==> src/rtl/ccp_pkg.sv <==
package ccp_pkg;

  typedef enum logic [2:0] {
    COL_BLACK   = 3'b000,
    COL_BLUE    = 3'b001,
    COL_GREEN   = 3'b010,
    COL_CYAN    = 3'b011,
    COL_RED     = 3'b100,
    COL_MAGENTA = 3'b101,
    COL_YELLOW  = 3'b110,
    COL_WHITE   = 3'b111
  } color_e;

  typedef enum logic [2:0] {
    MD_IDLE  = 3'd0,
    MD_ARM_M = 3'd1,
    MD_ARM_C = 3'd2,
    MD_LOAD  = 3'd3,
    MD_FLIP  = 3'd4
  } mode_e;

  typedef struct packed {
    logic red;
    logic green;
    logic blue;
    logic cyan;
    logic magenta;
    logic yellow;
    logic white;
  } color_flags_t;

endpackage

==> src/rtl/ccp_sync.sv <==
module ccp_sync #(
  parameter int W      = 4,
  parameter int STAGES = 2
) (
  input  logic         clk,
  input  logic         rst_n,
  input  logic [W-1:0] d,
  output logic [W-1:0] q
);
  localparam int CHAIN_W = W * STAGES;

  logic [CHAIN_W-1:0] chain_q;

  always_ff @(posedge clk or negedge rst_n) begin
    if (!rst_n) chain_q <= '0;
    else        chain_q <= {chain_q[CHAIN_W-W-1:0], d};
  end

  assign q = chain_q[CHAIN_W-1 -: W];
endmodule

==> src/rtl/ccp_color_class.sv <==
module ccp_color_class
  import ccp_pkg::*;
(
  input  logic         r,
  input  logic         g,
  input  logic         b,
  output color_e       color,
  output color_flags_t flags
);
  always_comb begin
    color         = color_e'({r, g, b});
    flags.red     =  r & ~g & ~b;
    flags.green   = ~r &  g & ~b;
    flags.blue    = ~r & ~g &  b;
    flags.cyan    = ~r &  g &  b;
    flags.magenta =  r & ~g &  b;
    flags.yellow  =  r &  g & ~b;
    flags.white   =  r &  g &  b;
  end
endmodule

==> src/rtl/ccp_mode_fsm.sv <==
module ccp_mode_fsm
  import ccp_pkg::*;
#(
  parameter int LEN_W = 16
) (
  input  logic             clk,
  input  logic             rst_n,
  input  logic             frame_evt,
  input  color_e           color,
  input  color_flags_t     flags,
  output logic [LEN_W-1:0] len_o,
  output logic             trig_o
);
  localparam int CNT_W = $clog2(LEN_W + 1);

  mode_e            mode_q, mode_d;
  color_e           last_q;
  logic [LEN_W-1:0] len_q, len_d;
  logic [CNT_W-1:0] bit_cnt_q, bit_cnt_d;
  logic             trig_q, trig_d;
  logic             new_sym, ins, ins_bit, clr;

  assign new_sym = frame_evt && (color != last_q);

  // next-state decode
  always_comb begin
    mode_d  = mode_q;
    ins     = 1'b0;
    ins_bit = 1'b0;
    clr     = 1'b0;
    trig_d  = 1'b0;
    if (new_sym) begin
      unique case (mode_q)
        MD_IDLE:  if (flags.magenta) mode_d = MD_ARM_M;
        MD_ARM_M: mode_d = flags.cyan ? MD_ARM_C : MD_IDLE;
        MD_ARM_C: begin
          if (flags.white) begin
            mode_d = MD_LOAD;
            clr    = 1'b1;
          end else begin
            mode_d = MD_IDLE;
          end
        end
        MD_LOAD: begin
          if (flags.cyan) begin
            ins = 1'b1;
          end else if (flags.yellow) begin
            ins     = 1'b1;
            ins_bit = 1'b1;
          end else if (flags.magenta) begin
            mode_d = MD_FLIP;
          end
        end
        MD_FLIP: begin
          if (flags.red || flags.blue) trig_d = 1'b1;
          else if (flags.green)        mode_d = MD_IDLE;
        end
        default: mode_d = MD_IDLE;
      endcase
    end
  end

  // length shift register, LSB first, saturating bit index
  always_comb begin
    len_d     = len_q;
    bit_cnt_d = bit_cnt_q;
    if (clr) begin
      len_d     = '0;
      bit_cnt_d = '0;
    end else if (ins && (bit_cnt_q < CNT_W'(LEN_W))) begin
      for (int i = 0; i < LEN_W; i++)
        if (bit_cnt_q == CNT_W'(i)) len_d[i] = ins_bit;
      bit_cnt_d = bit_cnt_q + 1'b1;
    end
  end

  always_ff @(posedge clk or negedge rst_n) begin
    if (!rst_n) begin
      mode_q    <= MD_IDLE;
      last_q    <= COL_BLACK;
      len_q     <= '0;
      bit_cnt_q <= '0;
      trig_q    <= 1'b0;
    end else begin
      mode_q    <= mode_d;
      len_q     <= len_d;
      bit_cnt_q <= bit_cnt_d;
      trig_q    <= trig_d;
      if (frame_evt) last_q <= color;
    end
  end

  assign len_o  = len_q;
  assign trig_o = trig_q;

  // a redrawn frame changes neither trigger nor stored length
  p_redraw_quiet_r8: assert property (@(posedge clk) disable iff (!rst_n)
    (frame_evt && color == last_q) |=> (!trig_q && $stable(len_q)));

  // triggers leave only from the flipping phase
  p_trig_in_flip_r7: assert property (@(posedge clk) disable iff (!rst_n)
    trig_q |-> $past(mode_q == MD_FLIP));

  // bits past the register width leave it untouched
  p_no_overflow_r11: assert property (@(posedge clk) disable iff (!rst_n)
    (ins && bit_cnt_q == CNT_W'(LEN_W)) |=> $stable(len_q));
endmodule

==> src/rtl/ccp_pulse_gen.sv <==
module ccp_pulse_gen #(
  parameter int LEN_W = 16
) (
  input  logic             clk,
  input  logic             rst_n,
  input  logic             trig,
  input  logic [LEN_W-1:0] len,
  output logic             pulse_o
);
  logic [LEN_W-1:0] cnt_q, cnt_d;
  logic             start;

  assign start   = trig && (cnt_q == '0) && (len != '0);
  assign pulse_o = (cnt_q != '0);

  always_comb begin
    cnt_d = cnt_q;
    if (start)              cnt_d = len;
    else if (cnt_q != '0)   cnt_d = cnt_q - 1'b1;
  end

  always_ff @(posedge clk or negedge rst_n) begin
    if (!rst_n) cnt_q <= '0;
    else        cnt_q <= cnt_d;
  end

  // an accepted trigger loads the full stored width
  p_start_width_r10: assert property (@(posedge clk) disable iff (!rst_n)
    (trig && !pulse_o && len != '0) |=> (pulse_o && cnt_q == $past(len)));

  // a trigger during an active pulse does not restart it
  p_busy_ignore_r12: assert property (@(posedge clk) disable iff (!rst_n)
    (trig && pulse_o) |=> (cnt_q == $past(cnt_q) - LEN_W'(1)));

  // zero length never raises the output
  p_zero_len_r12: assert property (@(posedge clk) disable iff (!rst_n)
    (trig && !pulse_o && len == '0) |=> !pulse_o);
endmodule

==> src/rtl/color_cmd_pulser.sv <==
module color_cmd_pulser
  import ccp_pkg::*;
#(
  parameter int LEN_W       = 16,
  parameter int SYNC_STAGES = 2
) (
  input  logic clk,
  input  logic rst_n,
  input  logic vid_r,
  input  logic vid_g,
  input  logic vid_b,
  input  logic vid_vsync,
  input  logic vsync_rise_sel,
  output logic pulse_out
);
  localparam int IN_W = 4;

  logic [IN_W-1:0]  in_s;
  logic             vs_q;
  logic             frame_evt;
  color_e           color;
  color_flags_t     flags;
  logic [LEN_W-1:0] len;
  logic             trig;

  // every video input goes through the synchronizer chain
  ccp_sync #(.W(IN_W), .STAGES(SYNC_STAGES)) u_sync (
    .clk   (clk),
    .rst_n (rst_n),
    .d     ({vid_r, vid_g, vid_b, vid_vsync}),
    .q     (in_s)
  );

  always_ff @(posedge clk or negedge rst_n) begin
    if (!rst_n) vs_q <= 1'b0;
    else        vs_q <= in_s[0];
  end

  assign frame_evt = vsync_rise_sel ? (in_s[0] & ~vs_q) : (~in_s[0] & vs_q);

  ccp_color_class u_class (
    .r     (in_s[3]),
    .g     (in_s[2]),
    .b     (in_s[1]),
    .color (color),
    .flags (flags)
  );

  // pure-color flags are mutually exclusive
  p_pure_exclusive_r2: assert property (@(posedge clk) disable iff (!rst_n)
    $onehot0({flags.red, flags.green, flags.blue}));

  ccp_mode_fsm #(.LEN_W(LEN_W)) u_fsm (
    .clk       (clk),
    .rst_n     (rst_n),
    .frame_evt (frame_evt),
    .color     (color),
    .flags     (flags),
    .len_o     (len),
    .trig_o    (trig)
  );

  ccp_pulse_gen #(.LEN_W(LEN_W)) u_pulse (
    .clk     (clk),
    .rst_n   (rst_n),
    .trig    (trig),
    .len     (len),
    .pulse_o (pulse_out)
  );
endmodule

==> config.mk <==
export PLATFORM = sky130hd
export DESIGN_NAME = color_cmd_pulser
export DESIGN_NICKNAME = d
export VERILOG_FILES = /design/src/rtl/ccp_pkg.sv /design/src/rtl/ccp_sync.sv /design/src/rtl/ccp_color_class.sv /design/src/rtl/ccp_mode_fsm.sv /design/src/rtl/ccp_pulse_gen.sv /design/src/rtl/color_cmd_pulser.sv
export SDC_FILE = /design/constraint.sdc
export NUM_CORES = 1
export LEC_CHECK = 0
export BUFFER_PORTS_ARGS = -buffer_cell sky130_fd_sc_hd__buf_2
export CAP_MARGIN = 20
export CORE_MARGIN = 1
export CORE_UTILIZATION = 35
export DETAILED_ROUTE_END_ITERATION = 10
export PLACE_DENSITY_LB_ADDON = 0.3
export SYNTH_ARGS = -nofsm -noshare
export SYNTH_HDL_FRONTEND = slang
export SYNTH_SLANG_ARGS = --single-unit
==> constraint.sdc <==
create_clock -name clk -period 5.1 [get_ports clk]
set_input_delay 0.765 -clock clk [delete_from_list [all_inputs] [get_ports clk]]
set_output_delay 0.765 -clock clk [all_outputs]
set_load 0.02 [all_outputs]
==> results of run 1 <==
## layer usage
metal	GRT usage	wire length, um	vias up
met3	0.02848	166	9
met1	0.1914	2701	969
met2	0.2393	2547	39
li1	-	-	979
met4	0.05026	83	0
met5	0	0	-
## power groups by stage
stage	Sequential (uW)	Combinational [uW]	Clock, uW
after global routing	625	282	323
after global placement	616	245	0
after detailed placement	618	248	0
after CTS	609	250	311
final	610	248	301
after floorplan	588	204	0
## through the flow
| step | hold slack, ns | setup WS, ns | total power, uW | utilization | cells |
|---|---|---|---|---|---|
| floorplan | 0.3312 | 2.610 | 791.6 | - | 264 |
| global placement | 0.3354 | 2.139 | 861.8 | 0.3727 | 361 |
| detailed placement | 0.3405 | 2.090 | 866.0 | 0.3727 | 361 |
| CTS | 0.3631 | 1.745 | 1170 | 0.3883 | 369 |
| global route | 0.3667 | 1.523 | 1231 | 0.3889 | 370 |
| finish | 0.3597 | 1.722 | 1159 | 0.3889 | 370 |
## cells by family after synthesis
family,Yosys count,synth area share
multiplexers,15,0.05969
buffers and inverters,24,0.04264
XOR/XNOR,11,0.03456
AND/OR/NAND/NOR,96,0.1952
flip-flops,53,0.4758
adder cells (fa/ha/maj),7,0.03142
AO/OA/AOI/OAI,58,0.1607
## sequential cells by signal, indices dropped and copies added, names as in the netlist
name,flops
u_fsm.mode_q,3
vs_q,1
u_sync.chain_q,8
u_pulse.cnt_q,16
u_fsm.len_o,16
u_fsm.trig_o,1
u_fsm.last_q,3
u_fsm.bit_cnt_q,5
## worst paths after layout
path / from / end / slack, ns / cells past startpoint
max reg2reg: u_pulse.cnt_q[3]$_DFFE_PN0P_ / u_pulse.cnt_q[2]$_DFFE_PN0P_ / 2.49 / 6
min: u_sync.chain_q[2]$_DFF_PN0_ / u_sync.chain_q[6]$_DFF_PN0_ / 0.36 / 0
max in group asynchronous: rst_n / u_fsm.bit_cnt_q[4]$_DFFE_PN0P_ / 4.09 / 2
min in group asynchronous: rst_n / u_pulse.cnt_q[2]$_DFFE_PN0P_ / 0.56 / 2
min reg2reg: u_sync.chain_q[2]$_DFF_PN0_ / u_sync.chain_q[6]$_DFF_PN0_ / 0.36 / 0
max: u_pulse.cnt_q[3]$_DFFE_PN0P_ / pulse_out / 1.72 / 5
## final cells by class
class	count	area (um^2)
clock buffers	6	82.58
clock inverters	2	37.54
fillers	757	4722
inverters	11	41.29
multi-input cells	187	1343
flip-flops and latches	53	1326
well taps	102	127.6
repair buffers	9	47.55
## Yosys cell counts, types with 2 or more instances
cell type / instances
and3b_1: 2
nor3_1: 11
o31ai_1: 5
and2_1: 2
o21ai_1: 10
nor2_1: 8
a31o_1: 4
mux2_1: 5
nor4_1: 5
o41ai_2: 5
or3_1: 5
and4_1: 2
buf_6: 3
dfrtp_1: 53
nand2b_1: 5
nor4b_1: 2
a211oi_1: 4
inv_1: 11
nor4bb_1: 3
nand4_1: 5
xor2_1: 5
mux2i_1: 2
buf_2: 2
nand3_1: 5
a21o_1: 2
a221oi_1: 3
mux2_2: 8
xnor2_1: 6
a21oi_1: 10
o21ai_0: 4
clkbuf_1: 6
nand2_1: 28
or4_1: 4
a311oi_1: 4
and3_1: 2
o31ai_2: 2
ha_1: 7
==> out/qor.yml, run 1 <==
post-cts-setup-buffer-count: 0
power.leakage_uw: 0.001295
port_buffers: 7
worstPathArrival_ns: 2.61
grt_usage: 0.1456
drt-pass1-iter-count: 4
switchingPower_uw: 377.2
synth_flop_cell: "dfrtp_1"
drc: 0
p_int_uw: 781.6
cp_cell_sequence: "nor4_1 > nand4_1 > nor2_1 > inv_1 > buf_2"
routed_wl_mm: 5.498
hold_viol_final: 0
endpoint_kind: "primary output"
placed_area_mm2: 0.002880
grt-ovfl-total: 0
syn_avg_cell_area_um2: 10.56
place.gp.congestion: 0.7946
worstMarginPinSlew_ns: 0.8382
start_util: 0.3608
ys.warnings.count: 0
worstSetupPathType: "reg2out"
hpwl_mm: 3.947
finClkSkew_ns: 0.007116
ir_drop_v: 0.0001251
startpoint_type: "register"
required_ns: 4.34
antenna_found_initial: 0
cts_tree: "built"
die_h_um: 91.25
cts-buffers-inserted: 5
syn_area_mm2: 0.002788
status: "finished, final reports clean"
cap_violations: 0
synth_area_leaders: "dfrtp_1 (48%), nand2_1 (3.8%), mux2_2 (3.2%), ha_1 (3.1%), o41ai_2 (2.9%)"
clk_pin_slew_ns: 0.10
die-area_mm2: 0.008326
final_cell_mix: "dfrtp_1 (53), nand2_1 (28), inv_1 (11), nor3_1 (11)"
hold_class: "reg2reg"
syn_nets: 278
grt_pass1_wl_mm: 9.673
path_delay_family: "simple AND/OR/NAND/NOR gates"
vias_per_cell: 5.395
route.antenna.remaining_nets: 0
synth_edf_count: 0
comb_power_share: 0.214
dr_total_vias: 1996
pin_count: 8
insertion_delay_ns: 0.31
drt-wirelength-per-cell_um: 14.86
area.growth.synth_to_final_pct: 7.810
cp_slowest_stage_delay_ns: 0.62
timing.final.crit_share: 0.6623
netlist.area_leader.share: 0.4758
worst-path-max-fanout: 11
synthCells: 264
critPathBufInv: 2
switching_share: 0.3255
nets: 281
rows: 32
grt_max_degree: 54
setup-tns-final_ns: 0
cts_buffer_depth: 2
layout_commonest_cell: "dfrtp_1"
fin_area_mm2: 0.003005
clkSinkCount: 53
first_iter_violations: 47
core_mm2: 0.007727
ctsResizeCount: 0
rsz0062_at_grt: "false"
fp.dieW_um: 91.25
synth_cell_types: 51
finalSetupViolations: 0
synth-async-reset-ratio: 1.000
fmax_mhz: 296.1
n_antenna_cell: 0
ys_seq_elements: 53
seqPwrFrac: 0.526
crit_slowest_cell: "nor2_1"
drive_gt1_frac: 0.1343
power_density_mw_per_mm2: 385.6
grt_pass1_vias: 1988
clkPwrFrac: 0.260
relSlewSlack: 0.4391
period_needed_ns: 3.378
yosysTopAreaCell: "dfrtp_1"
root_buffer: "clkbuf_8"
h-tree-depth: 2
yosysSeqAreaShare: 0.4758
maxSlewViolCount: 0
hold_buffers: 0
Power figures use the tool's default switching activity.
==> inputs of run 2 (changes only) <==
==> constraint.sdc (replaced) <==
create_clock -name clk -period 3.2 [get_ports clk]
set_input_delay 0.48 -clock clk [delete_from_list [all_inputs] [get_ports clk]]
set_output_delay 0.48 -clock clk [all_outputs]
set_load 0.02 [all_outputs]
==> run 2 against run 1 <==
Die area did not move. Via count shrank 0.10%. Wire length rose by 4.9%. Highest routed layer unchanged.
==> out/qor.yml, run 2 (synthesis gave the netlist of run 1 again) <==
core_mm2: 0.007727  # unchanged
rsz0062_at_grt: "false"
die_h_um: 91.25  # unchanged
power_density_mw_per_mm2: 607.0  # +57%
post-cts-setup-buffer-count: 0  # unchanged
fin_cells: 377  # +1.9%
root_buffer: "clkbuf_8"
port_buffers: 7  # unchanged
hold_viol_final: 0  # unchanged
whs_path_depth: 1  # +1
h-tree-depth: 2  # unchanged
startpoint_type: "register"
drc: 0  # unchanged
placed_cells: 369  # +2.2%
worstPathArrival_ns: 2.58  # -0.03 ns
n_antenna_cell: 0  # unchanged
comb_power_share: 0.222  # +0.008
insertion_delay_ns: 0.30  # about the same
worst-path-max-fanout: 19  # +8
area.growth.synth_to_final_pct: 9.650
start_util: 0.3608  # unchanged
switching_share: 0.3231  # -0.002345
clkPwrFrac: 0.249  # -0.011
hold_end: "u_sync.chain_q[2]$_DFF_PN0_"
cap_violations: 0  # unchanged
hp-start: "vid_g"
dr_total_vias: 1994  # -0.10%
finClkSkew_ns: 0.01165  # +0.004535 ns
hpwl_mm: 4.144  # +5.0%
required_ns: 3.39  # -0.95 ns
status: "finished, final reports clean"
hold_class: "in2reg"
cts_tree: "built"
timing.final.crit_share: 0.7478
ir_drop_v: 0.0002711  # +120%
nFillCells: 760  # +0.40%
fmax_mhz: 417.9
grt_pass1_wl_mm: 9.956  # +2.9%
power.leakage_uw: 0.001332  # +2.9%
endpoint_kind: "register"
worstSetupPathType: "reg2reg"
vias_per_cell: 5.289  # -2.0%
maxSlewViolCount: 0  # unchanged
route.antenna.remaining_nets: 0  # unchanged
worst-r2r-setup-slack_ns: 0.81  # -1.68 ns
cts_buffer_depth: 2  # unchanged
reg2reg_depth: 5  # -1
rows: 32  # unchanged
clk_pin_slew_ns: 0.10  # about the same
die-area_mm2: 0.008326  # unchanged
final_cell_mix: "dfrtp_1 (53), nand2_1 (28), inv_1 (11), nor3_1 (11)"
fp.dieW_um: 91.25  # unchanged
grt_usage: 0.1510  # +0.005370
pin_count: 8  # unchanged
period_needed_ns: 2.393
routed_wl_mm: 5.767  # +4.9%
rr_startpoint: "u_sync.chain_q[7]$_DFF_PN0_"
r2r_end: "u_fsm.len_o[1]$_DFFE_PN0P_"
hold_buffers: 0  # unchanged
setup-tns-final_ns: 0  # unchanged
layout_commonest_cell: "dfrtp_1"
seqPwrFrac: 0.529  # +0.003
grt_max_degree: 44  # -19%
holdWs_ns: 0.2841  # -0.07565 ns
cts-buffers-inserted: 5  # unchanged
finalSetupViolations: 0  # unchanged
antenna_found_initial: 0  # unchanged
p_int_uw: 1256  # +61%
grt_pass1_vias: 2053  # +3.3%
ctsResizeCount: 0  # unchanged
drive_gt1_frac: 0.1527  # +0.01840
place.gp.congestion: 0.8045  # +1.2%
first_iter_violations: 39  # -17%
grt-ovfl-total: 0  # unchanged
nets: 288  # +2.5%
drt-wirelength-per-cell_um: 15.30  # +2.9%
clkSinkCount: 53  # unchanged
drt-pass1-iter-count: 4  # unchanged
relSlewSlack: 0.3554  # -0.08375
worstMarginPinSlew_ns: 0.9669  # +0.1287 ns
switchingPower_uw: 599.6  # +59%
[run 2: power by group through the flow]
stage	sequential [uW]	combinational, uW	clock (uW)
2_1_floorplan	937	325	0
3_3_place_gp	985	397	0
3_5_place_dp	995	414	0
4_1_cts	981	417	481
5_1_grt	1000	470	511
6_report	981	413	462
[run 2: worst max-delay path, stage by stage, from the launching register on]
cell	delay (ns)
dfrtp_1	0.51
xnor2_1	0.21
and3_4	0.21
or4_4	0.67
o41ai_2	0.34
mux2_1	0.35
[run 2: layout make-up]
cell class / count / area, um^2 / share of cell area
Tap cell: 102 / 127.6 / 0.04175
Sequential cell: 53 / 1326 / 0.4339
Clock buffer: 7 / 86.33 / 0.02824
Multi-Input combinational cell: 187 / 1343 / 0.4392
Inverter: 11 / 41.29 / 0.01351
Timing Repair Buffer: 16 / 102.6 / 0.03357
Clock inverter: 1 / 30.03 / 0.009824
[run 2: how the worst max path moves through the flow]
stage                                 startpoint                           end  slack (ns)  cells past startpoint
floorplan            u_sync.chain_q[5]$_DFF_PN0_   u_fsm.len_o[12]$_DFFE_PN0P_        0.93                      8
global placement     u_sync.chain_q[7]$_DFF_PN0_    u_fsm.len_o[1]$_DFFE_PN0P_        0.86                      5
detailed placement   u_sync.chain_q[7]$_DFF_PN0_    u_fsm.len_o[0]$_DFFE_PN0P_        0.82                      5
CTS                  u_sync.chain_q[7]$_DFF_PN0_    u_fsm.len_o[1]$_DFFE_PN0P_        0.81                      5
global route        u_pulse.cnt_q[0]$_DFFE_PN0P_  u_pulse.cnt_q[3]$_DFFE_PN0P_        0.60                      7
finish               u_sync.chain_q[7]$_DFF_PN0_    u_fsm.len_o[1]$_DFFE_PN0P_        0.81                      5
[run 2: through the flow]
stage | total power (uW) | setup WS (ns) | cell area (um^2) | utilization
after CTS | 1879 | 0.8076 | 3057 | 0.3956
final | 1855 | 0.8071 | 3057 | 0.3956
after detailed placement | 1409 | 0.8185 | 2940 | 0.3805
after global routing | 1986 | 0.6031 | 3057 | 0.3956
after global placement | 1381 | 0.8643 | 2940 | 0.3805
after floorplan | 1262 | 0.9306 | 2788 | -
[run 2: per-layer routing]
layer	vias to the layer above	routed length, um	GRT usage
li1	994	-	-
met1	968	2798	0.1918
met2	22	2739	0.2551
met3	10	127	0.03518
met4	0	101	0.04497
met5	-	0	0
==> inputs of run 3 (changes only) <==
--- a/config.mk
+++ b/config.mk
@@ -5,6 +5,7 @@
 export SDC_FILE = /design/constraint.sdc
 export NUM_CORES = 1
 export LEC_CHECK = 0
+export ABC_AREA = 1
 export BUFFER_PORTS_ARGS = -buffer_cell sky130_fd_sc_hd__buf_2
 export CAP_MARGIN = 20
 export CORE_MARGIN = 1
==> constraint.sdc (replaced) <==
create_clock -name clk -period 2.2 [get_ports clk]
set_input_delay 0.33 -clock clk [delete_from_list [all_inputs] [get_ports clk]]
set_output_delay 0.33 -clock clk [all_outputs]
set_load 0.02 [all_outputs]
==> run 3 against run 2 <==
Combinational power is 120% higher. Clock-buffer cell count is 2 lower. Via count rose by 23%. Total power rose by 52%. Clock power grew 17%. Sequential power rose by 41%. Clock skew down 0.0018 ns. Critical endpoint is now pulse_out. Global-route usage fell by 0.082 points.
==> out/qor.yml, run 3 <==
status: "finished, final reports clean"
yosysSeqAreaShare: 0.4474  # -0.02832
h-tree-depth: 2  # unchanged
cap_violations: 0  # unchanged
grt_usage: 0.1502  # -0.0008211
syn_area_mm2: 0.002964  # +6.3%
fmax_mhz: 494.9
muxShareOfSynthArea: 0  # -0.05969
routed_wl_mm: 5.849  # +1.4%
nets: 428  # +49%
synth-async-reset-ratio: 1.000  # unchanged
holdWs_ns: 0.1280  # -0.1561 ns
synth_cell_types: 33  # -35%
synth_top_family_by_area: "simple AND/OR/NAND/NOR gates"
power.leakage_uw: 0.001649  # +24%
grt-ovfl-total: 0  # unchanged
hold_class: "in2async"
ys.warnings.count: 0  # unchanged
startpoint_type: "register"
cts_tree: "built"
period_needed_ns: 2.021
synth_edf_count: 0  # unchanged
synth_flop_cell: "dfrtp_1"
worstMarginPinSlew_ns: 0.6627  # -0.3042 ns
root_buffer: "clkbuf_8"
start_util: 0.3607  # about the same
drt-wirelength-per-cell_um: 11.25  # -26%
vias_per_cell: 4.712  # -11%
synthXorXnorAreaFrac: 0.02955  # -0.005012
n_antenna_cell: 0  # unchanged
syn_avg_cell_area_um2: 7.355  # -30%
timing.final.crit_share: 0.9184
synthSimpleGateAreaFrac: 0.3571  # +0.1619
required_ns: 1.87  # -1.52 ns
power_density_mw_per_mm2: 885.9  # +46%
ys_top_cells_by_count: "nand2_1 (146), dfrtp_1 (53), nor2_1 (47)"
hold_viol_final: 0  # unchanged
top_usage_layer: "met2"
hold_buffers: 0  # unchanged
synth_most_common_cell: "nand2_1"
worstPathArrival_ns: 1.69  # -0.89 ns
die-area_mm2: 0.008841  # +6.2%
core_mm2: 0.008217  # +6.3%
drive_gt1_frac: 0.07470  # -0.07803
grt_pass1_vias: 2318  # +13%
synth_area_leaders: "dfrtp_1 (45%), nand2_1 (18%), nand3_1 (6.2%), nor2_1 (6.0%), inv_1 (5.4%)"
finalSetupViolations: 0  # unchanged
worstSetupPathType: "reg2out"
yosysTopAreaCell: "dfrtp_1"
relSlewSlack: 0.5582  # +0.2028
ir_drop_v: 0.0004207  # +55%
setup-tns-final_ns: 0  # unchanged
port_buffers: 7  # unchanged
use_met2: 0.2664  # +0.01137
synth_adder_area_share: 0.02955  # -0.001870
pin_count: 8  # unchanged
post-cts-setup-buffer-count: 0  # unchanged
synthCells: 403  # +53%
final_cell_mix: "nand2_1 (146), dfrtp_1 (53), nor2_1 (47), inv_1 (43), nand3_1 (37)"
clkSinkCount: 53  # unchanged
clk_pin_slew_ns: 0.10  # about the same
antenna_found_initial: 0  # unchanged
finClkSkew_ns: 0.009836  # -0.001815 ns
layout_commonest_cell: "nand2_1"
endpoint_kind: "primary output"
rsz0062_at_grt: "false"
synth_compound_area_frac: 0.05867  # -0.1020
place.gp.congestion: 0.8265  # +2.7%
ctsResizeCount: 0  # unchanged
grt_use_met1: 0.1853  # -0.006423
fp.dieW_um: 94.03  # +3.0%
dr_total_vias: 2450  # +23%
maxSlewViolCount: 0  # unchanged
grt_pass1_wl_mm: 10.34  # +3.9%
cts-buffers-inserted: 5  # unchanged
drc: 0  # unchanged
route.antenna.remaining_nets: 0  # unchanged
worst-path-max-fanout: 14  # -5
first_iter_violations: 79  # +100%
cts_buffer_depth: 2  # unchanged
grtUsageMet3: 0.02670  # -0.008477
die_h_um: 94.03  # +3.0%
grt_max_degree: 54  # +23%
netlist.area_leader.share: 0.4474  # -0.02832
ys_seq_elements: 53  # unchanged
syn_nets: 417  # +50%
rows: 33  # +3.1%
hpwl_mm: 4.402  # +6.2%
area.growth.synth_to_final_pct: 7.598
insertion_delay_ns: 0.30  # about the same
drt-pass1-iter-count: 4  # unchanged
[run 3: routing by layer]
metal  part of all wire  routed length, um  vias to the layer above
li1                   -                  -                     1296
met1               0.48               2813                     1119
met4             0.0065                 38                        0
met3              0.032                190                        2
met2               0.48               2806                       33
met5                  0                  0                        -
[run 3: area by class of cell]
cell class              count  area, um^2
repair buffers             12       72.57
fillers                   881        5027
well taps                 105       131.4
clock buffers               5       68.82
inverters                  44       165.2
multi-input cells         298        1408
clock inverters             3       17.52
flip-flops and latches     53        1326
[run 3: where the power goes]
| part | switching [uW] | leakage (uW) | internal (uW) |
|---|---|---|---|
| Clock | 318 | 0.0000439 | 220 |
| Combinational | 567 | 0.000931 | 344 |
| Sequential | 190 | 0.000674 | 1190 |
[run 3: cells by family (layout without fill, tap and decap cells)]
group | Yosys count | count (layout)
simple gates | 251 | 251
flops | 53 | 53
buf+inv | 52 | 64
compound gates | 30 | 30
xor+xnor | 10 | 10
fa+ha+maj | 7 | 7
[run 3: per-stage QoR]
| step | total power [uW] | std cells | util | setup WS (ns) | cell area [um^2] |
|---|---|---|---|---|---|
| after global routing | 3087 | 520 | 0.3882 | 0.05589 | 3189 |
| after global placement | 2282 | 512 | 0.3776 | 0.5000 | 3103 |
| after detailed placement | 2307 | 512 | 0.3776 | 0.4793 | 3103 |
| after CTS | 2862 | 520 | 0.3882 | 0.1562 | 3189 |
| after floorplan | 2075 | 403 | - | 0.6082 | 2964 |
| final | 2825 | 520 | 0.3882 | 0.1794 | 3189 |
[run 3: worst paths after layout]
kind | startpoint | to | slack (ns) | cells after the start
min in group clk | vid_b | u_sync.chain_q[1]$_DFF_PN0_ | 0.13 | 1
hold / removal | rst_n | u_pulse.cnt_q[12]$_DFFE_PN0P_ | 0.13 | 2
max in group asynchronous | rst_n | u_fsm.bit_cnt_q[4]$_DFFE_PN0P_ | 1.62 | 2
setup / recovery | u_pulse.cnt_q[5]$_DFFE_PN0P_ | pulse_out | 0.18 | 6
setup reg to reg | u_fsm.mode_q[0]$_DFFE_PN0P_ | u_fsm.bit_cnt_q[0]$_DFFE_PN0P_ | 0.47 | 9
hold reg to reg | u_sync.chain_q[2]$_DFF_PN0_ | u_sync.chain_q[6]$_DFF_PN0_ | 0.36 | 0
[run 3: critical path, cell delays in order (launching register included)]
cell and delay [ns]:
dfrtp_1 0.43, nor2_1 0.22, nand2_1 0.13, nor2_2 0.15, nand2_1 0.09, buf_4 0.20
buf_2 0.17
